<file path="config.mk">
export PLATFORM = sky130hd
export DESIGN_NAME = fp32_rint_unit
export DESIGN_NICKNAME = d
export VERILOG_FILES = /design/src/rtl/rint_pkg.sv /design/src/rtl/rint_classify.sv /design/src/rtl/rint_round.sv /design/src/rtl/rint_merge.sv /design/src/rtl/fp32_rint_unit.sv
export SDC_FILE = /design/constraint.sdc
export NUM_CORES = 1
export LEC_CHECK = 0
export ABC_CLOCK_PERIOD_IN_PS = 900
export BUFFER_PORTS_ARGS = -buffer_cell sky130_fd_sc_hd__buf_4
export CORE_MARGIN = 4
export CORE_UTILIZATION = 25
export CTS_BUF_LIST = sky130_fd_sc_hd__clkbuf_16
export CTS_CLUSTER_SIZE = 20
export DETAILED_ROUTE_END_ITERATION = 8
export GPL_TIMING_DRIVEN = 1
export SLEW_MARGIN = 10
export SYNTH_ARGS = -nofsm -noshare
export SYNTH_HDL_FRONTEND = slang
export SYNTH_HIERARCHICAL = 1
export SYNTH_SLANG_ARGS = --single-unit
</file>
<file path="constraint.sdc">
create_clock -name clk -period 0.9 [get_ports clk]
set_input_delay 0.135 -clock clk [delete_from_list [all_inputs] [get_ports clk]]
set_output_delay 0.135 -clock clk [all_outputs]
set_load 0.02 [all_outputs]
</file>
<file path="src/rtl/rint_pkg.sv">
package rint_pkg;

    localparam int LANE_W     = 32;
    localparam int EXP_W      = 8;
    localparam int FRAC_W     = 23;
    localparam int MANT_W     = FRAC_W + 1;
    localparam int BIAS       = 127;
    localparam int INT_LIMIT  = BIAS + FRAC_W;   // biased exponent at which no fraction bits remain
    localparam int SHIFT_W    = 5;

    // Control byte field positions
    localparam int IMM_MODE_LO    = 0;
    localparam int IMM_USE_GLOBAL = 2;
    localparam int IMM_MASK_PREC  = 3;

    typedef enum logic [1:0] {
        RM_NEAR_EVEN = 2'b00,
        RM_DOWN      = 2'b01,
        RM_UP        = 2'b10,
        RM_ZERO      = 2'b11
    } rmode_e;

    typedef enum logic [2:0] {
        CLS_ZERO,
        CLS_DENORM,
        CLS_NORMAL,
        CLS_INF,
        CLS_QNAN,
        CLS_SNAN
    } fclass_e;

    typedef struct packed {
        logic              sign;
        logic [EXP_W-1:0]  exp;
        logic [FRAC_W-1:0] frac;
    } f32_t;

    typedef enum logic {
        SLOT_EMPTY,
        SLOT_FULL
    } slot_e;

endpackage

</file>
<file path="src/rtl/rint_classify.sv">
module rint_classify
    import rint_pkg::*;
(
    input  f32_t    op,
    input  logic    daz,
    output fclass_e cls,
    output f32_t    eff
);

    logic exp_zero;
    logic exp_ones;
    logic frac_zero;

    assign exp_zero  = (op.exp == '0);
    assign exp_ones  = (op.exp == '1);
    assign frac_zero = (op.frac == '0);

    always_comb begin
        eff = op;
        cls = CLS_NORMAL;
        if (exp_ones) begin
            if (frac_zero)
                cls = CLS_INF;
            else if (op.frac[FRAC_W-1])
                cls = CLS_QNAN;
            else
                cls = CLS_SNAN;
        end else if (exp_zero) begin
            if (frac_zero) begin
                cls = CLS_ZERO;
            end else if (daz) begin
                cls       = CLS_ZERO;
                eff.frac  = '0;
            end else begin
                cls = CLS_DENORM;
            end
        end
    end

endmodule

</file>
<file path="src/rtl/rint_round.sv">
module rint_round
    import rint_pkg::*;
(
    input  f32_t    eff,
    input  fclass_e cls,
    input  rmode_e  mode,
    output f32_t    res,
    output logic    lost,
    output logic    snan
);

    // Mid-range path: 1.0 <= |x| < 2^23
    logic [SHIFT_W-1:0] frac_bits;
    logic [MANT_W-1:0]  mant;
    logic [MANT_W-1:0]  mask;
    logic [MANT_W-1:0]  tail;
    logic [MANT_W-1:0]  kept;
    logic [MANT_W-1:0]  half;
    logic [MANT_W:0]    bumped;
    logic [MANT_W:0]    chosen;
    logic               tail_nz;
    logic               kept_odd;
    logic               mid_up;
    logic               small_up;
    logic               below_one;
    logic               all_int;

    assign frac_bits = SHIFT_W'(INT_LIMIT - int'(eff.exp));
    assign mant      = {1'b1, eff.frac};
    assign mask      = (MANT_W'(1) << frac_bits) - MANT_W'(1);
    assign tail      = mant & mask;
    assign kept      = mant & ~mask;
    assign half      = MANT_W'(1) << (frac_bits - SHIFT_W'(1));
    assign tail_nz   = (tail != '0);
    assign kept_odd  = mant[frac_bits];
    assign bumped    = {1'b0, kept} + ((MANT_W+1)'(1) << frac_bits);
    assign below_one = (int'(eff.exp) < BIAS);
    assign all_int   = (int'(eff.exp) >= INT_LIMIT);

    always_comb begin
        unique case (mode)
            RM_NEAR_EVEN: mid_up = (tail > half) || ((tail == half) && kept_odd);
            RM_DOWN:      mid_up = eff.sign && tail_nz;
            RM_UP:        mid_up = !eff.sign && tail_nz;
            RM_ZERO:      mid_up = 1'b0;
            default:      mid_up = 1'b0;
        endcase
    end

    // Magnitude strictly between 0 and 1: result is signed 0 or signed 1
    always_comb begin
        unique case (mode)
            RM_NEAR_EVEN: small_up = (int'(eff.exp) == BIAS - 1) && (eff.frac != '0);
            RM_DOWN:      small_up = eff.sign;
            RM_UP:        small_up = !eff.sign;
            RM_ZERO:      small_up = 1'b0;
            default:      small_up = 1'b0;
        endcase
    end

    assign chosen = mid_up ? bumped : {1'b0, kept};

    always_comb begin
        res  = eff;
        lost = 1'b0;
        snan = 1'b0;
        unique case (cls)
            CLS_SNAN: begin
                res.frac[FRAC_W-1] = 1'b1;
                snan               = 1'b1;
            end
            CLS_QNAN, CLS_INF, CLS_ZERO: begin
                res = eff;
            end
            CLS_DENORM: begin
                lost     = 1'b1;
                res.exp  = small_up ? EXP_W'(BIAS) : '0;
                res.frac = '0;
            end
            CLS_NORMAL: begin
                if (all_int) begin
                    res = eff;
                end else if (below_one) begin
                    lost     = 1'b1;
                    res.exp  = small_up ? EXP_W'(BIAS) : '0;
                    res.frac = '0;
                end else begin
                    lost = tail_nz;
                    if (chosen[MANT_W]) begin
                        res.exp  = eff.exp + EXP_W'(1);
                        res.frac = '0;
                    end else begin
                        res.frac = chosen[FRAC_W-1:0];
                    end
                end
            end
            default: res = eff;
        endcase
    end

endmodule

</file>
<file path="src/rtl/rint_merge.sv">
module rint_merge
    import rint_pkg::*;
#(
    parameter int DST_W = 256,
    parameter int SRC_W = 128
) (
    input  logic [LANE_W-1:0] lane0,
    input  logic [SRC_W-1:0]  src_a,
    input  logic [DST_W-1:0]  dst_old,
    input  logic              three_op,
    output logic [DST_W-1:0]  merged
);

    logic unused_low;
    assign unused_low = ^{src_a[LANE_W-1:0], dst_old[LANE_W-1:0]};

    assign merged[LANE_W-1:0] = lane0;

    assign merged[SRC_W-1:LANE_W] = three_op ? src_a[SRC_W-1:LANE_W]
                                             : dst_old[SRC_W-1:LANE_W];

    generate
        if (DST_W > SRC_W) begin : g_wide
            assign merged[DST_W-1:SRC_W] = three_op ? '0 : dst_old[DST_W-1:SRC_W];
        end
    endgenerate

endmodule

</file>
<file path="src/rtl/fp32_rint_unit.sv">
module fp32_rint_unit
    import rint_pkg::*;
#(
    parameter int DST_W   = 256,
    parameter int SRC_W   = 128,
    parameter int OUT_REG = 1
) (
    input  logic             clk,
    input  logic             rst_n,
    input  logic             in_valid,
    input  logic [7:0]       imm,
    input  logic [1:0]       glob_rc,
    input  logic             daz,
    input  logic             three_op,
    input  logic [SRC_W-1:0] src_a,
    input  logic [31:0]      src_b,
    input  logic [DST_W-1:0] dst_old,
    output logic             out_valid,
    output logic [DST_W-1:0] result,
    output logic             flag_invalid,
    output logic             flag_inexact
);

    localparam int UPPER_W = DST_W - LANE_W;

    logic    unused_imm;
    rmode_e  mode_sel;
    fclass_e cls;
    f32_t    eff;
    f32_t    lane_res;
    logic    lost;
    logic    snan;
    logic    nxt_inexact;
    logic [DST_W-1:0] nxt_result;

    assign unused_imm = ^imm[7:4];

    assign mode_sel = rmode_e'(imm[IMM_USE_GLOBAL] ? glob_rc : imm[IMM_MODE_LO +: 2]);

    rint_classify u_classify (
        .op  (f32_t'(src_b)),
        .daz (daz),
        .cls (cls),
        .eff (eff)
    );

    rint_round u_round (
        .eff  (eff),
        .cls  (cls),
        .mode (mode_sel),
        .res  (lane_res),
        .lost (lost),
        .snan (snan)
    );

    assign nxt_inexact = lost && !imm[IMM_MASK_PREC];

    rint_merge #(
        .DST_W (DST_W),
        .SRC_W (SRC_W)
    ) u_merge (
        .lane0    (lane_res),
        .src_a    (src_a),
        .dst_old  (dst_old),
        .three_op (three_op),
        .merged   (nxt_result)
    );

    // The quieting path must always set the quiet bit when invalid is raised
    AST_SNAN_QUIETED: assert property (@(posedge clk) disable iff (!rst_n)
        (in_valid && snan) |-> (lane_res.exp == '1 && lane_res.frac[FRAC_W-1]));

    generate
        if (OUT_REG != 0) begin : g_reg
            slot_e state_q;
            slot_e state_d;
            logic [DST_W-1:0] res_q;
            logic             inv_q;
            logic             inx_q;

            // Next-state selection
            always_comb begin
                state_d = state_q;
                unique case (state_q)
                    SLOT_EMPTY: state_d = in_valid ? SLOT_FULL : SLOT_EMPTY;
                    SLOT_FULL:  state_d = in_valid ? SLOT_FULL : SLOT_EMPTY;
                    default:    state_d = SLOT_EMPTY;
                endcase
            end

            // State register
            always_ff @(posedge clk or negedge rst_n) begin
                if (!rst_n)
                    state_q <= SLOT_EMPTY;
                else
                    state_q <= state_d;
            end

            // Output payload: captured on every entry into or stay in SLOT_FULL
            always_ff @(posedge clk or negedge rst_n) begin
                if (!rst_n) begin
                    res_q <= '0;
                    inv_q <= 1'b0;
                    inx_q <= 1'b0;
                end else if (state_d == SLOT_FULL) begin
                    res_q <= nxt_result;
                    inv_q <= snan;
                    inx_q <= nxt_inexact;
                end
            end

            assign out_valid    = (state_q == SLOT_FULL);
            assign result       = res_q;
            assign flag_invalid = inv_q;
            assign flag_inexact = inx_q;

            AST_VALID_RISE: assert property (@(posedge clk) disable iff (!rst_n)
                in_valid |=> out_valid);
            AST_VALID_DROP: assert property (@(posedge clk) disable iff (!rst_n)
                !in_valid |=> !out_valid);
            AST_HOLD_IDLE: assert property (@(posedge clk) disable iff (!rst_n)
                !in_valid |=> ($stable(result) && $stable(flag_invalid) && $stable(flag_inexact)));
            AST_PREC_MASKED: assert property (@(posedge clk) disable iff (!rst_n)
                (in_valid && imm[IMM_MASK_PREC]) |=> !flag_inexact);
            AST_INVALID_ONLY_NAN: assert property (@(posedge clk) disable iff (!rst_n)
                flag_invalid |-> (result[30:23] == 8'hFF && result[22]));
            AST_LEGACY_UPPER: assert property (@(posedge clk) disable iff (!rst_n)
                (in_valid && !three_op) |=> (result[DST_W-1:LANE_W] == $past(dst_old[DST_W-1:LANE_W])));
            AST_INT_PASS: assert property (@(posedge clk) disable iff (!rst_n)
                (in_valid && src_b[30:23] >= 8'(INT_LIMIT)) |=> !flag_inexact);
            if (DST_W > SRC_W) begin : g_zero_chk
                AST_UPPER_ZERO: assert property (@(posedge clk) disable iff (!rst_n)
                    (in_valid && three_op) |=> (result[DST_W-1:SRC_W] == '0));
            end
        end else begin : g_comb
            assign out_valid    = in_valid;
            assign result       = nxt_result;
            assign flag_invalid = snan;
            assign flag_inexact = nxt_inexact;
        end
    endgenerate

    logic unused_width;
    assign unused_width = (UPPER_W > 0);

endmodule

</file>
==> impl_metrics.tcl <==
set metrics [dict create \
    cts_tree "done" \
    setup_ws_ps -3580 \
    cp-start-kind "input port" \
    endpoint_kind "flip-flop" \
    synth-async-reset-ratio_pct 100 \
    path_common_cell "ha_4" \
    cts_root_buffer "clkbuf_16" \
    crit_type "in -> reg" \
    io_buffer_count 621 \
    cts_sinks 259 \
    drtIter0Drc 1359 \
    synthDistinctLibCells 87 \
    clkLatencyLatePin_ps 550 \
    slew_violations 0 \
    hold_path.class "in -> async" \
    max_stage_delay_ps 360 \
    yosysTopAreaCell "dfrtp_1" \
    antenna_left 0 \
    drt-pass1-iter-count 6 \
    synthesis.area_mm2 0.0182 \
    initial_core_util_pct 25.3 \
    rsz0062_at_grt "yes" \
    remaining_drc_errors 0 \
    worst_ep_required_time_ps 1390 \
    htreeDepth 2 \
    synth_area_leaders "dfrtp_1, mux2_4, mux2_2, nor2b_1, ha_1" \
    vias 20056 \
    vias_per_cell 4.90 \
    drv_cap 0 \
    grt_pass1_vias 21080 \
    die_w_um 278 \
    wl_per_cell_um 25.0 \
    wl_um 102000 \
    fin_skew_ps 0 \
    overflow 0 \
    drive_gt1_share_pct 58.6 \
    grtUsageTotal_pct 23.7 \
    synth_warnings 6 \
    cp_max_fo 6 \
    placed_cells 3468 \
    period_minus_slack_ps 4480 \
    ir_worst_vdd_mv 1.38 \
    clockBufferDepth 3 \
    core_mm2 0.0717 \
    placedInstanceArea_mm2 0.0270 \
    whs_ps 11.6 \
    internal-power_w 0.0315 \
    p_leak_nw 17.6 \
    dieHeight_um 278 \
    antenna_found_initial 25 \
    slew_headroom_pct 59.5 \
    instances_no_fill 4091 \
    violations "negative setup slack" \
    dp_slack_ps -4370 \
    combPwrFrac_pct 42.5 \
    cp.arrival_ps 4970 \
    clock.fmax_ghz 0.223 \
    place_congestion 1.01 \
    fp-row-count 98 \
    crit_slowest_cell "or3_4" \
    yosysTopAreaCellShare_pct 35.7 \
    r2r_setup_slack_ps -180 \
    clk_pin_slew_ps 70 \
    worst_pin_slew_ps 606 \
    area_growth_pct 94.8 \
    ys_seq_area_share_pct 35.7 \
    cts-buffers-inserted 35 \
    swShare_pct 34.1 \
    synthesis.nets 2103 \
    period_share_pct 497 \
    yosys.cell_count.top_type "dfrtp_1" \
    synth_commonest_cells "dfrtp_1, mux2_4, nor2b_1, mux2_2, nand2_1" \
    status "complete, but fails checks" \
    synth_ff_type "dfrtp_1" \
    syn_avg_cell_area_um2 11.2 \
    pwr-share-seq_pct 29.6 \
    synthesis.instances 1621 \
    finalSetupViolations 434 \
    design_area_mm2 0.0354 \
    dpl.hpwl_um 69400 \
    fillCellCount 5991 \
    power.density_mw_per_mm2 1350 \
    top_level_ports 690 \
    final_hold_viol_count 0 \
    synth-edff-count 0 \
    clockPowerShare_pct 27.9 \
    switchingPower_w 0.0163 \
    grt_max_degree 45 \
    grt_pass1_wl_um 139000 \
    synth_seq_cells 259 \
    dieArea_mm2 0.0770 \
    nNetsFinal 3580 \
]
## worst paths after layout
path,to,from,cells after the start
worst max-delay path,result[0],src_b[24],30
worst min-delay path,result[68],rst_n,2
worst max register to register,result[191],result[191],3
worst min register to register,result[213],result[213],1
max in group asynchronous,result[48],rst_n,3
min in group clk,result[199],dst_old[199],3
## registers in the layout, summed over array words and instances (netlist names)
signal / flops
flag_invalid: 1
flag_inexact: 1
result: 256
out_valid: 1
## placed cells by master, fill, tap and decap left out, types with 16 or more instances in the layout
cell	synthesis	final
nand2_1	96	95
nand3_1	22	17
inv_1	33	35
mux2_4	240	343
buf_6	35	410
o21ai_0	66	38
buf_12	0	31
a21o_1	17	17
dlymetal6s4s_1	0	51
dfrtp_1	259	255
dlygate4sd3_1	0	267
nor2_1	73	68
ha_1	50	43
a21oi_1	41	36
and2_4	20	22
nor2b_1	139	136
nor3_1	19	16
clkbuf_16	0	35
xnor2_1	19	19
diode_2	0	20
buf_4	47	811
o21ai_1	9	17
o21ai_2	0	19
## power by group through the flow
stage,clock network [W],registers [W],logic [W]
global route,0.0141,0.0143,0.0211
global placement,0,0.0138,0.0149
floorplan,0,0.0153,0.00635
finish,0.0134,0.0142,0.0203
detailed placement,0,0.0139,0.0149
CTS,0.0133,0.0139,0.0188
## worst max-delay path, delay by kind of cell
kind / cells / cell delay, ps
AO/OA/AOI/OAI: 9 / 1420
XOR/XNOR: 2 / 320
adder cells (fa/ha/maj): 3 / 600
buffers and inverters: 6 / 650
multiplexers: 1 / 190
AND/OR/NAND/NOR: 9 / 1610
## metal layers
layer  track usage (%)  vias to the layer above  wire length (um)
met5                 0                        -                49
met4              13.2                        8              7690
met3              5.23                      392              6950
met2              40.8                     1017             49400
met1              27.2                     9922             38200
li1                  -                     8717                 -
## final cells by class
class | count | area [um2] | area share, %
repair buffers | 1583 | 14800 | 41.9
multi-input cells | 1186 | 11600 | 32.9
flip-flops and latches | 259 | 6490 | 18.3
well taps | 950 | 1190 | 3.36
clock buffers | 35 | 876 | 2.47
clock inverters | 25 | 164 | 0.463
inverters | 33 | 131 | 0.371
diodes | 20 | 50.0 | 0.141
## what timing repair did
action / 4_1_cts / 5_1_grt
gates resized for setup: 421 / 221
pin swaps: 48 / 21
gates cloned: 2 / 0
endpoints found under the setup margin: 293 / 453
setup buffers: 174 / 97
hold endpoints to repair: 482 / 0
hold buffers: 318 / 0
## cell families (layout without fill, tap and decap cells)
family | after synthesis | in the layout | synth area share (%)
AO/OA/AOI/OAI | 246 | 246 | 9.55
XOR/XNOR | 36 | 36 | 1.86
adder cells (fa/ha/maj) | 51 | 51 | 3.55
buffers and inverters | 176 | 1676 | 6.30
flip-flops | 259 | 259 | 35.7
multiplexers | 374 | 374 | 28.4
other | 0 | 20 | 0
AND/OR/NAND/NOR | 479 | 479 | 14.6
## through the flow
stage	utilization, %	total power, W	setup TNS, ps
floorplan	-	0.0217	-158120
global placement	37.6	0.0287	-213520
detailed placement	37.6	0.0288	-218810
CTS	47.6	0.0460	-198270
global route	49.3	0.0495	-216730
finish	49.3	0.0478	-203650
No activity file was read; power rests on OpenSTA's default activity.
